File: config.mk
export PLATFORM = sky130hd
export DESIGN_NAME = adc_sequencer
export DESIGN_NICKNAME = d
export VERILOG_FILES = /design/src/rtl/adcseq_pkg.sv /design/src/rtl/adcseq_timer.sv /design/src/rtl/adcseq_match_ctr.sv /design/src/rtl/adcseq_sample_regs.sv /design/src/rtl/adc_sequencer.sv
export SDC_FILE = /design/constraint.sdc
export NUM_CORES = 1
export LEC_CHECK = 0
export ABC_AREA = 1
export BUFFER_PORTS_ARGS = -buffer_cell sky130_fd_sc_hd__buf_2
export CORE_MARGIN = 1.5
export CORE_UTILIZATION = 63
export CTS_CLUSTER_SIZE = 20
export DETAILED_ROUTE_END_ITERATION = 16
export HOLD_SLACK_MARGIN = 0.02
export PLACE_DENSITY = 0.83
export SYNTH_ARGS = -nofsm -noshare
export SYNTH_HDL_FRONTEND = slang
export SYNTH_HIERARCHICAL = 1
export SYNTH_SLANG_ARGS = --single-unit
File: constraint.sdc
create_clock -name clk_i -period 6.8 [get_ports clk_i]
set_input_delay 0.34 -clock clk_i [delete_from_list [all_inputs] [get_ports clk_i]]
set_output_delay 0.34 -clock clk_i [all_outputs]
set_load 0.02 [all_outputs]
File: src/rtl/adcseq_pkg.sv
package adcseq_pkg;

    typedef enum logic [1:0] {
        MODE_LP      = 2'd0,
        MODE_NP      = 2'd1,
        MODE_ONESHOT = 2'd2
    } scan_mode_e;

    typedef enum logic [2:0] {
        ST_IDLE,
        ST_PWRUP,
        ST_CONV,
        ST_SLEEP,
        ST_DONE
    } seq_state_e;

endpackage

File: src/rtl/adcseq_timer.sv
module adcseq_timer #(
    parameter int W = 32
) (
    input  logic         clk_i,
    input  logic         rst_ni,
    input  logic         clr_i,
    input  logic         run_i,
    input  logic [W-1:0] limit_i,
    output logic         expired_o
);
    logic [W-1:0] cnt_d, cnt_q;

    assign expired_o = (cnt_q >= limit_i);

    always_comb begin
        cnt_d = cnt_q;
        if (clr_i) begin
            cnt_d = '0;
        end else if (run_i && !expired_o) begin
            cnt_d = cnt_q + 1'b1;
        end
    end

    always_ff @(posedge clk_i or negedge rst_ni) begin
        if (!rst_ni) cnt_q <= '0;
        else         cnt_q <= cnt_d;
    end
endmodule

File: src/rtl/adcseq_match_ctr.sv
module adcseq_match_ctr #(
    parameter int W = 8
) (
    input  logic         clk_i,
    input  logic         rst_ni,
    input  logic         clr_i,
    input  logic         step_i,
    input  logic         match_i,
    input  logic [W-1:0] thr_i,
    output logic         hit_o
);
    logic [W-1:0] cnt_d, cnt_q;
    logic [W-1:0] thr_eff;
    logic         at_thr;

    // a zero threshold behaves like one
    assign thr_eff = (thr_i == '0) ? W'(1) : thr_i;
    assign at_thr  = (cnt_q == thr_eff);
    assign hit_o   = step_i && match_i && !at_thr && ((cnt_q + W'(1)) == thr_eff);

    always_comb begin
        cnt_d = cnt_q;
        if (clr_i) begin
            cnt_d = '0;
        end else if (step_i) begin
            if (!match_i)    cnt_d = '0;
            else if (!at_thr) cnt_d = cnt_q + W'(1);
        end
    end

    always_ff @(posedge clk_i or negedge rst_ni) begin
        if (!rst_ni) cnt_q <= '0;
        else         cnt_q <= cnt_d;
    end
endmodule

File: src/rtl/adcseq_sample_regs.sv
module adcseq_sample_regs #(
    parameter int NUM_CH = 2,
    parameter int DATA_W = 10,
    parameter int IDX_W  = 1
) (
    input  logic                     clk_i,
    input  logic                     rst_ni,
    input  logic                     wr_i,
    input  logic [IDX_W-1:0]         ch_i,
    input  logic [DATA_W-1:0]        data_i,
    input  logic                     snap_i,
    output logic [NUM_CH*DATA_W-1:0] latest_o,
    output logic [NUM_CH*DATA_W-1:0] trig_o
);
    for (genvar i = 0; i < NUM_CH; i++) begin : g_ch
        logic [DATA_W-1:0] lat_d, lat_q, trg_d, trg_q;

        always_comb begin
            lat_d = lat_q;
            if (wr_i && (ch_i == IDX_W'(i))) lat_d = data_i;
            // the snapshot includes a word written in the same cycle
            trg_d = snap_i ? lat_d : trg_q;
        end

        always_ff @(posedge clk_i or negedge rst_ni) begin
            if (!rst_ni) begin
                lat_q <= '0;
                trg_q <= '0;
            end else begin
                lat_q <= lat_d;
                trg_q <= trg_d;
            end
        end

        assign latest_o[i*DATA_W +: DATA_W] = lat_q;
        assign trig_o[i*DATA_W +: DATA_W]   = trg_q;
    end
endmodule

File: src/rtl/adc_sequencer.sv
module adc_sequencer
    import adcseq_pkg::*;
#(
    parameter int NUM_CH   = 2,
    parameter int DATA_W   = 10,
    parameter int PWR_W    = 8,
    parameter int WAKE_W   = 32,
    parameter int LP_CNT_W = 8,
    parameter int NP_CNT_W = 16
) (
    input  logic                     clk_i,
    input  logic                     rst_ni,
    input  logic                     enable_i,
    input  logic                     soft_rst_i,
    input  logic [1:0]               mode_i,
    input  logic [PWR_W-1:0]         pwrup_time_i,
    input  logic [WAKE_W-1:0]        wake_time_i,
    input  logic [LP_CNT_W-1:0]      lp_thresh_i,
    input  logic [NP_CNT_W-1:0]      np_thresh_i,
    input  logic                     match_i,
    output logic                     adc_pd_o,
    output logic [NUM_CH-1:0]        adc_chsel_o,
    input  logic [DATA_W-1:0]        adc_data_i,
    input  logic                     adc_valid_i,
    output logic [NUM_CH*DATA_W-1:0] latest_o,
    output logic [NUM_CH*DATA_W-1:0] trig_val_o,
    output logic                     to_normal_o,
    output logic                     trigger_o,
    output logic                     oneshot_done_o
);
    localparam int IDX_W = (NUM_CH > 1) ? $clog2(NUM_CH) : 1;
    localparam logic [IDX_W-1:0] LAST_CH = IDX_W'(NUM_CH - 1);

    typedef struct packed {
        seq_state_e       st;
        scan_mode_e       mode;
        logic [IDX_W-1:0] ch;
        logic             to_norm;
        logic             trig;
        logic             done;
    } seq_t;

    seq_t d, q;

    logic              set_done, conv_wr, ctr_clr;
    logic              hit_lp, hit_np, tmr_exp;
    logic [WAKE_W-1:0] tmr_limit;
    scan_mode_e        mode_sel;

    assign conv_wr  = (q.st == ST_CONV) && adc_valid_i;
    assign set_done = conv_wr && (q.ch == LAST_CH);
    assign ctr_clr  = !enable_i || soft_rst_i || (q.st == ST_IDLE);

    assign tmr_limit = (q.st == ST_PWRUP) ? WAKE_W'(pwrup_time_i) : wake_time_i;

    always_comb begin
        case (mode_i)
            2'd0:    mode_sel = MODE_LP;
            2'd1:    mode_sel = MODE_NP;
            default: mode_sel = MODE_ONESHOT;
        endcase
    end

    always_comb begin
        d         = q;
        d.to_norm = 1'b0;
        d.trig    = 1'b0;
        d.done    = 1'b0;
        case (q.st)
            ST_IDLE: begin
                if (enable_i) begin
                    d.st   = ST_PWRUP;
                    d.mode = mode_sel;
                end
            end
            ST_PWRUP: begin
                if (tmr_exp) begin
                    d.st = ST_CONV;
                    d.ch = '0;
                end
            end
            ST_CONV: begin
                if (adc_valid_i) begin
                    if (q.ch != LAST_CH) begin
                        d.ch = q.ch + IDX_W'(1);
                    end else begin
                        d.ch = '0;
                        case (q.mode)
                            MODE_LP: begin
                                if (hit_lp) begin
                                    d.to_norm = 1'b1;
                                    d.mode    = MODE_NP;
                                end else begin
                                    d.st = ST_SLEEP;
                                end
                            end
                            MODE_NP: d.trig = hit_np;
                            default: begin
                                d.done = 1'b1;
                                d.st   = ST_DONE;
                            end
                        endcase
                    end
                end
            end
            ST_SLEEP: begin
                if (tmr_exp) d.st = ST_PWRUP;
            end
            default: d.st = q.st;
        endcase
        if (soft_rst_i || !enable_i) begin
            d.st      = ST_IDLE;
            d.ch      = '0;
            d.to_norm = 1'b0;
            d.trig    = 1'b0;
            d.done    = 1'b0;
        end
    end

    always_ff @(posedge clk_i or negedge rst_ni) begin
        if (!rst_ni) begin
            q <= '{st: ST_IDLE, mode: MODE_LP, ch: '0,
                   to_norm: 1'b0, trig: 1'b0, done: 1'b0};
        end else begin
            q <= d;
        end
    end

    adcseq_timer #(.W(WAKE_W)) u_timer (
        .clk_i     (clk_i),
        .rst_ni    (rst_ni),
        .clr_i     (d.st != q.st),
        .run_i     ((q.st == ST_PWRUP) || (q.st == ST_SLEEP)),
        .limit_i   (tmr_limit),
        .expired_o (tmr_exp)
    );

    adcseq_match_ctr #(.W(LP_CNT_W)) u_lp_ctr (
        .clk_i   (clk_i),
        .rst_ni  (rst_ni),
        .clr_i   (ctr_clr),
        .step_i  (set_done && (q.mode == MODE_LP)),
        .match_i (match_i),
        .thr_i   (lp_thresh_i),
        .hit_o   (hit_lp)
    );

    adcseq_match_ctr #(.W(NP_CNT_W)) u_np_ctr (
        .clk_i   (clk_i),
        .rst_ni  (rst_ni),
        .clr_i   (ctr_clr),
        .step_i  (set_done && (q.mode == MODE_NP)),
        .match_i (match_i),
        .thr_i   (np_thresh_i),
        .hit_o   (hit_np)
    );

    adcseq_sample_regs #(.NUM_CH(NUM_CH), .DATA_W(DATA_W), .IDX_W(IDX_W)) u_regs (
        .clk_i    (clk_i),
        .rst_ni   (rst_ni),
        .wr_i     (conv_wr),
        .ch_i     (q.ch),
        .data_i   (adc_data_i),
        .snap_i   (d.trig),
        .latest_o (latest_o),
        .trig_o   (trig_val_o)
    );

    assign adc_pd_o       = !((q.st == ST_PWRUP) || (q.st == ST_CONV));
    assign adc_chsel_o    = (q.st == ST_CONV) ? (NUM_CH'(1) << q.ch) : '0;
    assign to_normal_o    = q.to_norm;
    assign trigger_o      = q.trig;
    assign oneshot_done_o = q.done;
endmodule

==> results.ini, run 1 <==
[drt]
routedWlPerCell_um=12.87
top_layer=met4
drt-initial-drc-count=704
drtPass1Iterations=5
wl_met3_mm=1.053
wl_mm=20.02
vias_per_cell=5.267
wl_met2_mm=9.371
wl_met1_mm=9.058
drtAntennaViolNets=0
drc_errors=0
via_count=8196

[sta]
period_needed_ps=5045
worstMarginPinSlew_ps=1077
tns_ps=0
slew_headroom=0.2812
rsz0062_at_grt=false
finalHoldViolCount=0
post-route-period-util=0.7420
setup_viol=0
fmax_mhz=198.2
slew_viol_final=0
fin_skew_ps=6.026
timing.hold.ws_ps=206.2

[cts]
cts_inserted_buffers=9
cts_sinks=105
cts_buffer_depth=2
clk_pin_slew_worst_paths_ps=70
ctsResizeCount=0
htreeDepth=3
clkLatencyLatePin_ps=360
root_buffer=clkbuf_16
cts_tree=yes

[power]
powerDensity_mw_per_mm2=147.6
seq_power_share=0.474
irDropWorstVdd_mv=0.1158
p_clk_frac=0.385
combPwrFrac=0.141
intPower_w=0.0009639
totalPowerFinal_w=0.001366
p_leak_nw=5.074
power.switching_w=0.0004023
p_sw_frac=0.2944

[grt]
grt_max_degree=56
grt.total_usage=0.2998
antenna_found_initial=2
grt_pass1_wl_mm=34.63
overflow=0
grt_pass1_vias=7743

[worst_setup_path]
criticalPathCategory=reg2reg
crit_arrival_ps=5340
worstSetupStartpointType=flip-flop
critical_path_required_ps=7100
slowest_delay_ps=840
cp_common_cell=nand2_1
r2r_cells=25
r2r_setup_slack_ps=1750
crit_slowest_cell=inv_1
r2r-end=u_timer/cnt_q[10]
crit_path_end_kind=flip-flop
cp_max_fo=35
rr_startpoint=q[8]

[floorplan]
die_area_sq_mm=0.01390
die_height_um=117.9
die_w_um=117.9
coreArea_sq_mm=0.01277
pin_count=128
rows=41
start_util=0.6512

[synthesis]
syn-num-nets=1390
synthXorXnorAreaFrac=0.05265
synth_top_family_by_area=simple AND/OR/NAND/NOR gates
ys_dominant_reg_cell=dfrtp_1
async_reset_ff_frac=1.000
synth_cell_types=44
synth_seq_cells=105
synth-simple-area-share=0.4161
seq_area_frac_synth=0.3159
synthAdderAreaFrac=0.05265
synth_mux_area_frac=0
syn_area_sq_mm=0.008318
synth_compound_area_frac=0.04302
synth_edf_count=0
postSynthCellCount=1273
synth_area_per_cell_sq_um=6.534
synth_warnings=6

[finish]
fin_area_sq_mm=0.009255
final_cell_mix=nand2_1 (402), inv_1 (189), nor2_1 (148), buf_2 (126), nand3_1 (121)
fin_nets=1494
mostFrequentLayoutCell=nand2_1
drive_gt1_frac=0.1462
synthToLayoutAreaGrowth_pct=11.27
post-route-util=0.7246

[outcome]
status=finished clean

[min_path]
hp-class=in2reg
hold_end=u_regs/g_ch[1].lat_q[6]
worstHoldPathCells=2
min_from=adc_data_i[6]

[placed_design]
gp_congestion=0.9279
dpl.hpwl_mm=14.76
io_buffers=127
place_area_sq_mm=0.008945

[flow_run]
drv_cap=0

through the flow:
step                      std cells  worst slack (ps)
after global placement         1537              2070
after CTS                      1554              1839
after floorplan                1273              3480
final                          1556              1755
after global routing           1556              1132
after detailed placement       1537              1874
power by group through the flow:
| stage | Clock, W | Combinational [W] | Sequential [W] |
|---|---|---|---|
| after floorplan | 0 | 0.000126 | 0.000658 |
| after global placement | 0 | 0.000187 | 0.000660 |
| after detailed placement | 0 | 0.000192 | 0.000660 |
| after CTS | 0.000537 | 0.000193 | 0.000648 |
| after global routing | 0.000557 | 0.000223 | 0.000651 |
| final | 0.000526 | 0.000192 | 0.000648 |
synth_stat cells (2+ instances only):
cell type / count / area share
nand2_1: 402 / 0.18
inv_1: 189 / 0.085
nor2_1: 148 / 0.067
nand3_1: 121 / 0.073
dfrtp_1: 105 / 0.32
ha_1: 35 / 0.053
xor2_1: 33 / 0.035
a21oi_1: 26 / 0.016
nand4_1: 26 / 0.020
nor3_1: 24 / 0.014
nand2_2: 17 / 0.013
o21ai_0: 17 / 0.010
xnor2_1: 17 / 0.018
buf_2: 13 / 0.0078
nor2_2: 13 / 0.0098
o21a_1: 12 / 0.011
and2_1: 11 / 0.0083
clkbuf_1: 10 / 0.0045
buf_4: 7 / 0.0063
buf_6: 6 / 0.0081
inv_2: 4 / 0.0018
nor2_4: 4 / 0.0054
nand2_4: 3 / 0.0041
nand3_2: 3 / 0.0036
o21ai_1: 3 / 0.0018
or2_2: 3 / 0.0023
buf_1: 2 / 0.00090
clkinv_1: 2 / 0.00090
nor3_2: 2 / 0.0024
final cells by class:
class                           instances  area, sq um
Timing Repair Buffer                  133        685.7
Clock inverter                          7        70.07
Fill cell                            1103         3518
Multi-Input combinational cell        933         4695
Sequential cell                       105         2628
Antenna cell                            2        5.005
Tap cell                              172        215.2
Inverter                              195        732.0
Clock buffer                            9        225.2
what timing repair did:
item,in CTS,in global routing
setup buffers,0,0
hold buffers,1,0
hold endpoints to repair,1,0
how the worst max path moves through the flow:
stage / from / end / slack (ps) / cells after the start
after floorplan: q[8] / u_timer/cnt_q[0] / 3480 / 29
after global placement: q[8] / u_timer/cnt_q[20] / 2070 / 30
after detailed placement: q[8] / u_timer/cnt_q[10] / 1870 / 30
after CTS: q[8] / u_timer/cnt_q[10] / 1840 / 30
after global routing: q[8] / u_timer/cnt_q[14] / 1130 / 29
final: q[8] / u_timer/cnt_q[10] / 1750 / 25
flip-flops by register name, summed over array words and instances, names as in the netlist:
| name | count |
|---|---|
| u_timer/cnt_q | 32 |
| u_np_ctr/cnt_q | 16 |
| to_normal_o | 1 |
| oneshot_done_o | 1 |
| u_regs/g_ch.trg_q | 20 |
| trigger_o | 1 |
| u_lp_ctr/cnt_q | 8 |
| u_regs/g_ch.lat_q | 20 |
| q | 6 |
routing by layer:
| metal | up-vias | GRT usage |
|---|---|---|
| li1 | 4150 | - |
| met1 | 3723 | 0.3928 |
| met2 | 279 | 0.4974 |
| met3 | 44 | 0.04312 |
| met4 | 0 | 0.1258 |
| met5 | - | 0 |
critical path: cells and delay by family, from the launching register on:
kind	cells	cell delay, ps
compound gates	3	530
simple gates	15	1980
flops	1	480
fa+ha+maj	1	250
buf+inv	6	1700
cells by family (layout without fill, tap and decap cells):
group	Yosys count	after routing
compound gates	63	63
xor+xnor	50	50
fa+ha+maj	35	35
buf+inv	235	344
flops	105	105
other cells	0	2
simple gates	785	785
No activity file was read; power rests on OpenSTA's default activity.
==> run 2: changes to the inputs <==
--- a/config.mk
+++ b/config.mk
@@ -8,11 +8,11 @@
 export ABC_AREA = 1
 export BUFFER_PORTS_ARGS = -buffer_cell sky130_fd_sc_hd__buf_2
 export CORE_MARGIN = 1.5
-export CORE_UTILIZATION = 63
+export CORE_UTILIZATION = 59
 export CTS_CLUSTER_SIZE = 20
 export DETAILED_ROUTE_END_ITERATION = 16
 export HOLD_SLACK_MARGIN = 0.02
-export PLACE_DENSITY = 0.83
+export PLACE_DENSITY = 0.78
 export SYNTH_ARGS = -nofsm -noshare
 export SYNTH_HDL_FRONTEND = slang
 export SYNTH_HIERARCHICAL = 1
==> constraint.sdc (replaced) <==
create_clock -name clk_i -period 4.8 [get_ports clk_i]
set_input_delay 0.24 -clock clk_i [delete_from_list [all_inputs] [get_ports clk_i]]
set_output_delay 0.24 -clock clk_i [all_outputs]
set_load 0.02 [all_outputs]
==> results.ini, run 2 (synthesized netlist as in run 1, its figures left out) <==
[finish]
reg_top3=u_timer/cnt_q (32), u_regs/g_ch.lat_q (20), u_regs/g_ch.trg_q (20)
fin_nets=1498  ; +0.27%
drive_gt1_frac=0.1494  ; +0.003186
largest_reg_flops=32  ; unchanged
synthToLayoutAreaGrowth_pct=12.21
final_cell_mix=nand2_1 (402), inv_1 (189), nor2_1 (148), buf_2 (126), nand3_1 (121)
mostFrequentLayoutCell=nand2_1
fin_area_sq_mm=0.009334  ; +0.85%
largest-register=u_timer/cnt_q
antennaDiodeCount=0  ; -2

[sta]
worstMarginPinSlew_ps=846.9  ; -230.1 ps
setup_ws_ps=711.8  ; -1043 ps
post-route-period-util=0.8517  ; +0.1097
slew_viol_final=0  ; unchanged
setup_viol=0  ; unchanged
finalHoldViolCount=0  ; unchanged
slew_headroom=0.4354  ; +0.1542
period_needed_ps=4088  ; -957.2 ps
timing.hold.ws_ps=101.7  ; -104.4 ps
tns_ps=0  ; unchanged
fmax_mhz=244.6  ; +23%
fin_skew_ps=12.99  ; +6.964 ps
rsz0062_at_grt=false

[power]
combPwrFrac=0.139  ; -0.002
p_leak_nw=5.110  ; +0.70%
intPower_w=0.001426  ; +48%
powerDensity_mw_per_mm2=214.5  ; +45%
p_clk_frac=0.402  ; +0.017
seq_power_share=0.459  ; -0.015
irDropWorstVdd_mv=0.1996  ; +72%
p_sw_frac=0.2877  ; -0.006721
power.switching_w=0.0005762  ; +43%

[drt]
drc_errors=0  ; unchanged
drtPass1Iterations=6  ; +1
vias_per_cell=5.124  ; -2.7%
via_count=8024  ; -2.1%
drtAntennaViolNets=0  ; unchanged
drt-initial-drc-count=764  ; +8.5%
wl_mm=20.13  ; +0.54%
routedWlPerCell_um=12.86  ; about the same

[placed_design]
io_buffers=127  ; unchanged
place_ws_ps=435.3  ; -1439 ps
gp_congestion=0.8980  ; -3.2%
dpl.hpwl_mm=15.14  ; +2.6%
place_area_sq_mm=0.008985  ; +0.45%

[worst_setup_path]
cp_max_fo=19  ; -46%
crit_path_end_kind=flip-flop
r2r_setup_slack_ps=710  ; -1040 ps
slowest_delay_ps=480  ; -360 ps
worstSetupStartpointType=flip-flop
criticalPathCategory=reg2reg
critical_path_required_ps=5060  ; -2040 ps
cp_common_cell=nand2_1
crit_arrival_ps=4350  ; -990 ps
crit_slowest_cell=dfrtp_1

[cts]
root_buffer=clkbuf_16
cts_tree=yes
htreeDepth=3  ; unchanged
cts_buffer_depth=2  ; unchanged
cts_setup_buffers=0  ; unchanged
clkLatencyLatePin_ps=370  ; about the same
cts_sinks=105  ; unchanged
cts_inserted_buffers=9  ; unchanged
clk_pin_slew_worst_paths_ps=80  ; about the same

[floorplan]
pin_count=128  ; unchanged
rows=43  ; +4.9%
start_util=0.6016  ; -0.04962
coreArea_sq_mm=0.01383  ; +8.2%
die_area_sq_mm=0.01482  ; +6.6%
die_height_um=121.7  ; +3.2%
die_w_um=121.7  ; +3.2%

[grt]
antenna_found_initial=0  ; -2
grt_pass1_wl_mm=33.63  ; -2.9%
grt.total_usage=0.2817  ; -0.01809
overflow=0  ; unchanged
grt_pass1_vias=7205  ; -6.9%
grt_max_degree=66  ; +18%

[outcome]
status=finished clean

[min_path]
hp-class=in2reg

[flow_run]
drv_cap=0  ; unchanged

-- run 2: final timing paths --
kind | from | end | cells past startpoint
min reg2reg | u_regs/g_ch[1].trg_q[7] | u_regs/g_ch[1].trg_q[7] | 2
max reg2reg | q[8] | u_timer/cnt_q[14] | 31
max | q[8] | u_timer/cnt_q[14] | 31
min | adc_data_i[9] | u_regs/g_ch[1].lat_q[9] | 2
max in group asynchronous | rst_ni | u_timer/cnt_q[24] | 3
min in group asynchronous | rst_ni | u_lp_ctr/cnt_q[7] | 2
-- run 2: per-layer routing --
layer	part of all wire	global-route usage	vias to the layer above	wire length, um
met1	0.46	0.3885	3621	9188
li1	-	-	4166	-
met3	0.058	0.03886	26	1163
met5	0	0	-	0
met2	0.47	0.4679	211	9484
met4	0.015	0.07353	0	296
-- run 2: stage by stage --
stage | utilization | total power (W) | cells
3_3_place_gp | 0.6498 | 0.001206 | 1549
4_1_cts | 0.6744 | 0.002018 | 1566
5_1_grt | 0.6751 | 0.002100 | 1566
6_report | 0.6751 | 0.002003 | 1566
3_5_place_dp | 0.6498 | 0.001211 | 1549
2_1_floorplan | - | 0.001110 | 1273
-- run 2: layout make-up --
type                    count  area [sq um]
inverters                 195         735.7
clock buffers               9         225.2
repair buffers            137         715.7
flip-flops and latches    105          2628
multi-input cells         933          4700
well taps                 180         225.2
fillers                  1273          4493
clock inverters             7         105.1
-- run 2: worst max-delay path: cells and delay by family, from the launching register on --
family | cells | cell delay (ps)
and+or+nand+nor | 23 | 2060
adders and majority gates | 1 | 290
buffers and inverters | 7 | 1150
DFF | 1 | 480
-- run 2: power groups by stage --
stage | logic, W | registers, W | clock network, W
2_1_floorplan | 0.000178 | 0.000932 | 0
3_3_place_gp | 0.000272 | 0.000934 | 0
3_5_place_dp | 0.000276 | 0.000935 | 0
4_1_cts | 0.000279 | 0.000918 | 0.000821
5_1_grt | 0.000327 | 0.000920 | 0.000853
6_report | 0.000279 | 0.000918 | 0.000806
-- run 2: repair_timing --
| action | 4_1_cts | 5_1_grt |
|---|---|---|
| setup endpoints to repair | 0 | 29 |
| hold endpoints to repair | 2 | 0 |
| gates resized for setup | 0 | 2 |
| hold buffers | 1 | 0 |
==> run 3: changes to the inputs <==
--- a/config.mk
+++ b/config.mk
@@ -5,10 +5,9 @@
 export SDC_FILE = /design/constraint.sdc
 export NUM_CORES = 1
 export LEC_CHECK = 0
-export ABC_AREA = 1
 export BUFFER_PORTS_ARGS = -buffer_cell sky130_fd_sc_hd__buf_2
 export CORE_MARGIN = 1.5
-export CORE_UTILIZATION = 59
+export CORE_UTILIZATION = 58
 export CTS_CLUSTER_SIZE = 20
 export DETAILED_ROUTE_END_ITERATION = 16
 export HOLD_SLACK_MARGIN = 0.02
==> results.ini, run 3 <==
[outcome]
status=finished clean

[grt]
antenna_found_initial=0  ; unchanged
grt.total_usage=0.2730  ; -0.008737
overflow=0  ; unchanged
grt_pass1_wl_mm=31.29  ; -7.0%
grt_max_degree=69  ; +4.5%
grt_pass1_vias=6279  ; -13%

[synthesis]
seq_area_frac_synth=0.3462  ; +0.03036
yosysTopAreaCell=dfrtp_1
synth_edf_count=0  ; unchanged
synth.area.top_cells=dfrtp_1 (35%), ha_1 (5.8%), xnor2_1 (3.9%), nand3_1 (3.1%), a21oi_1 (3.0%)
synth_seq_cells=105  ; unchanged
syn_area_sq_mm=0.007589  ; -8.8%
ys_dominant_reg_cell=dfrtp_1
syn-num-nets=950  ; -32%
synth_most_common_cell=dfrtp_1
synth_cell_types=90  ; +100%
synth_top_area_frac=0.3462  ; +0.03036
async_reset_ff_frac=1.000  ; unchanged
synth_area_per_cell_sq_um=9.110  ; +39%
postSynthCellCount=833  ; -35%
synth_warnings=6  ; unchanged
synth_common_cells=dfrtp_1 (105), nand2_1 (58), inv_1 (52)

[power]
p_leak_nw=3.887  ; -24%
irDropWorstVdd_mv=0.1482  ; -26%
powerDensity_mw_per_mm2=221.2  ; +3.1%

[placed_design]
gp_congestion=0.9183  ; +2.3%
io_buffers=127  ; unchanged
dp_cells=1092  ; -30%
place_area_sq_mm=0.008258  ; -8.1%
dpl.hpwl_mm=12.94  ; -15%
place_ws_ps=369.7  ; -65.63 ps

[finish]
fin_nets=1048  ; -30%
final-instance-count-excl-fill=1108  ; -29%
antennaDiodeCount=0  ; unchanged
final_cell_mix=buf_2 (126), dfrtp_1 (105), nand2_1 (58), inv_1 (52), nand3_1 (47)
n_fill_cell=1061  ; -17%
fin_area_sq_mm=0.008568  ; -8.2%
regArea_sq_mm=0.002628  ; unchanged
drive_gt1_frac=0.2308  ; +0.08142
reg_top3=u_timer/cnt_q (32), u_regs/g_ch.lat_q (20), u_regs/g_ch.trg_q (20)
synthToLayoutAreaGrowth_pct=12.91
mostFrequentLayoutCell=buf_2
largest-register=u_timer/cnt_q
multiInputGateArea_sq_mm=0.004472  ; -4.8%
largest_reg_flops=32  ; unchanged

[worst_setup_path]
crit_slowest_cell=o22ai_2
crit_path_end_kind=flip-flop
path_cells=nor3b_4 -> buf_12 -> mux2_2 -> inv_1 -> ha_1 -> o21ai_0 -> a21oi_1 -> nand3b_1 -> a41oi_4 -> or3_1 -> and4bb_1 -> o21ai_0 -> o22ai_2 -> nor2_1 -> mux2_2
slowest_delay_ps=990  ; +510 ps
cp_max_fo=33  ; +14
criticalPathCategory=reg2reg
cp.buffers_inverters=2  ; -5
crit_arrival_ps=4700  ; +350 ps
critical_path_required_ps=5040  ; -20 ps
worstSetupStartpointType=flip-flop
cpLargestDelayFamily=compound AO/OA/AOI/OAI gates

[drt]
drtAntennaViolNets=0  ; unchanged
drc_errors=0  ; unchanged
drt-initial-drc-count=681  ; -11%
routedWlPerCell_um=16.41  ; +28%
drtPass1Iterations=5  ; -1
vias_per_cell=6.104  ; +19%
wl_mm=18.18  ; -9.7%
via_count=6763  ; -16%

[cts]
ctsResizeCount=0  ; unchanged
clk_pin_slew_worst_paths_ps=80  ; about the same
cts_sinks=105  ; unchanged
htreeDepth=3  ; unchanged
postCtsHoldBufs=0  ; -1
root_buffer=clkbuf_16
cts_buffer_depth=2  ; unchanged
cts_tree=yes
clkLatencyLatePin_ps=360  ; about the same
cts_inserted_buffers=9  ; unchanged
cts_setup_buffers=0  ; unchanged

[min_path]
hp-class=in2async

[sta]
setup_ws_ps=342.9  ; -368.9 ps
finalHoldViolCount=0  ; unchanged
slew_viol_final=0  ; unchanged
slew_headroom=0.1784  ; -0.2570
timing.hold.ws_ps=2.795  ; -98.94 ps
setup_viol=0  ; unchanged
fin_skew_ps=14.47  ; +1.481 ps
period_needed_ps=4457  ; +368.9 ps
tns_ps=0  ; unchanged
fmax_mhz=224.4  ; -8.3%
rsz0062_at_grt=false
post-route-period-util=0.9286  ; +0.07685
worstMarginPinSlew_ps=1232  ; +385.5 ps

[floorplan]
die_area_sq_mm=0.01378  ; -7.0%
die_w_um=117.4  ; -3.6%
start_util=0.5989  ; -0.002680
rows=41  ; -4.7%
die_height_um=117.4  ; -3.6%
coreArea_sq_mm=0.01267  ; -8.4%
pin_count=128  ; unchanged

[flow_run]
drv_cap=0  ; unchanged

run 3: logic make-up after synthesis:
| group | count (synthesis) | share of synthesized area |
|---|---|---|
| buffers and inverters | 105 | 0.06612 |
| DFF | 105 | 0.3462 |
| AOI/OAI and AO/OA | 181 | 0.1740 |
| adders and majority gates | 35 | 0.05771 |
| and+or+nand+nor | 336 | 0.2605 |
| xor gates and xnor gates | 44 | 0.05078 |
| muxes | 27 | 0.04468 |
run 3: where the power goes:
part	total, W	switching, W	internal, W
registers	0.000900	0.00000970	0.000891
logic	0.000207	0.000113	0.0000932
clock network	0.000788	0.000370	0.000418
total	0.00189	0.000493	0.00140
run 3: area by class of cell:
cell class,count,share of cell area
Clock inverter,6,0.009492
Sequential cell,105,0.3067
Timing Repair Buffer,140,0.08732
Inverter,52,0.02278
Multi-Input combinational cell,623,0.5219
Clock buffer,10,0.02672
Tap cell,172,0.02512
run 3: per-stage QoR:
stage               power [W]    util
floorplan            0.001033       -
global route         0.001976  0.6762
detailed placement   0.001125  0.6517
global placement     0.001121  0.6517
CTS                  0.001905  0.6762
finish               0.001895  0.6762
run 3: metal layers:
metal  share of wire  global-route usage
met1            0.47              0.3908
met2            0.47              0.4360
met3           0.046             0.03064
met4           0.016             0.08179
met5               0                   0
run 3: worst paths after layout:
check / from / endpoint / slack (ps) / cells past startpoint
max: q[7] / u_timer/cnt_q[4] / 340 / 15
min: rst_ni / u_np_ctr/cnt_q[15] / 3 / 1
max reg2reg: q[7] / u_timer/cnt_q[4] / 340 / 15
min in group clk_i: mode_i[1] / q[5] / 140 / 2
min reg2reg: u_np_ctr/cnt_q[15] / u_np_ctr/cnt_q[15] / 520 / 1
max in group asynchronous: rst_ni / u_regs/g_ch[0].trg_q[7] / 3790 / 2
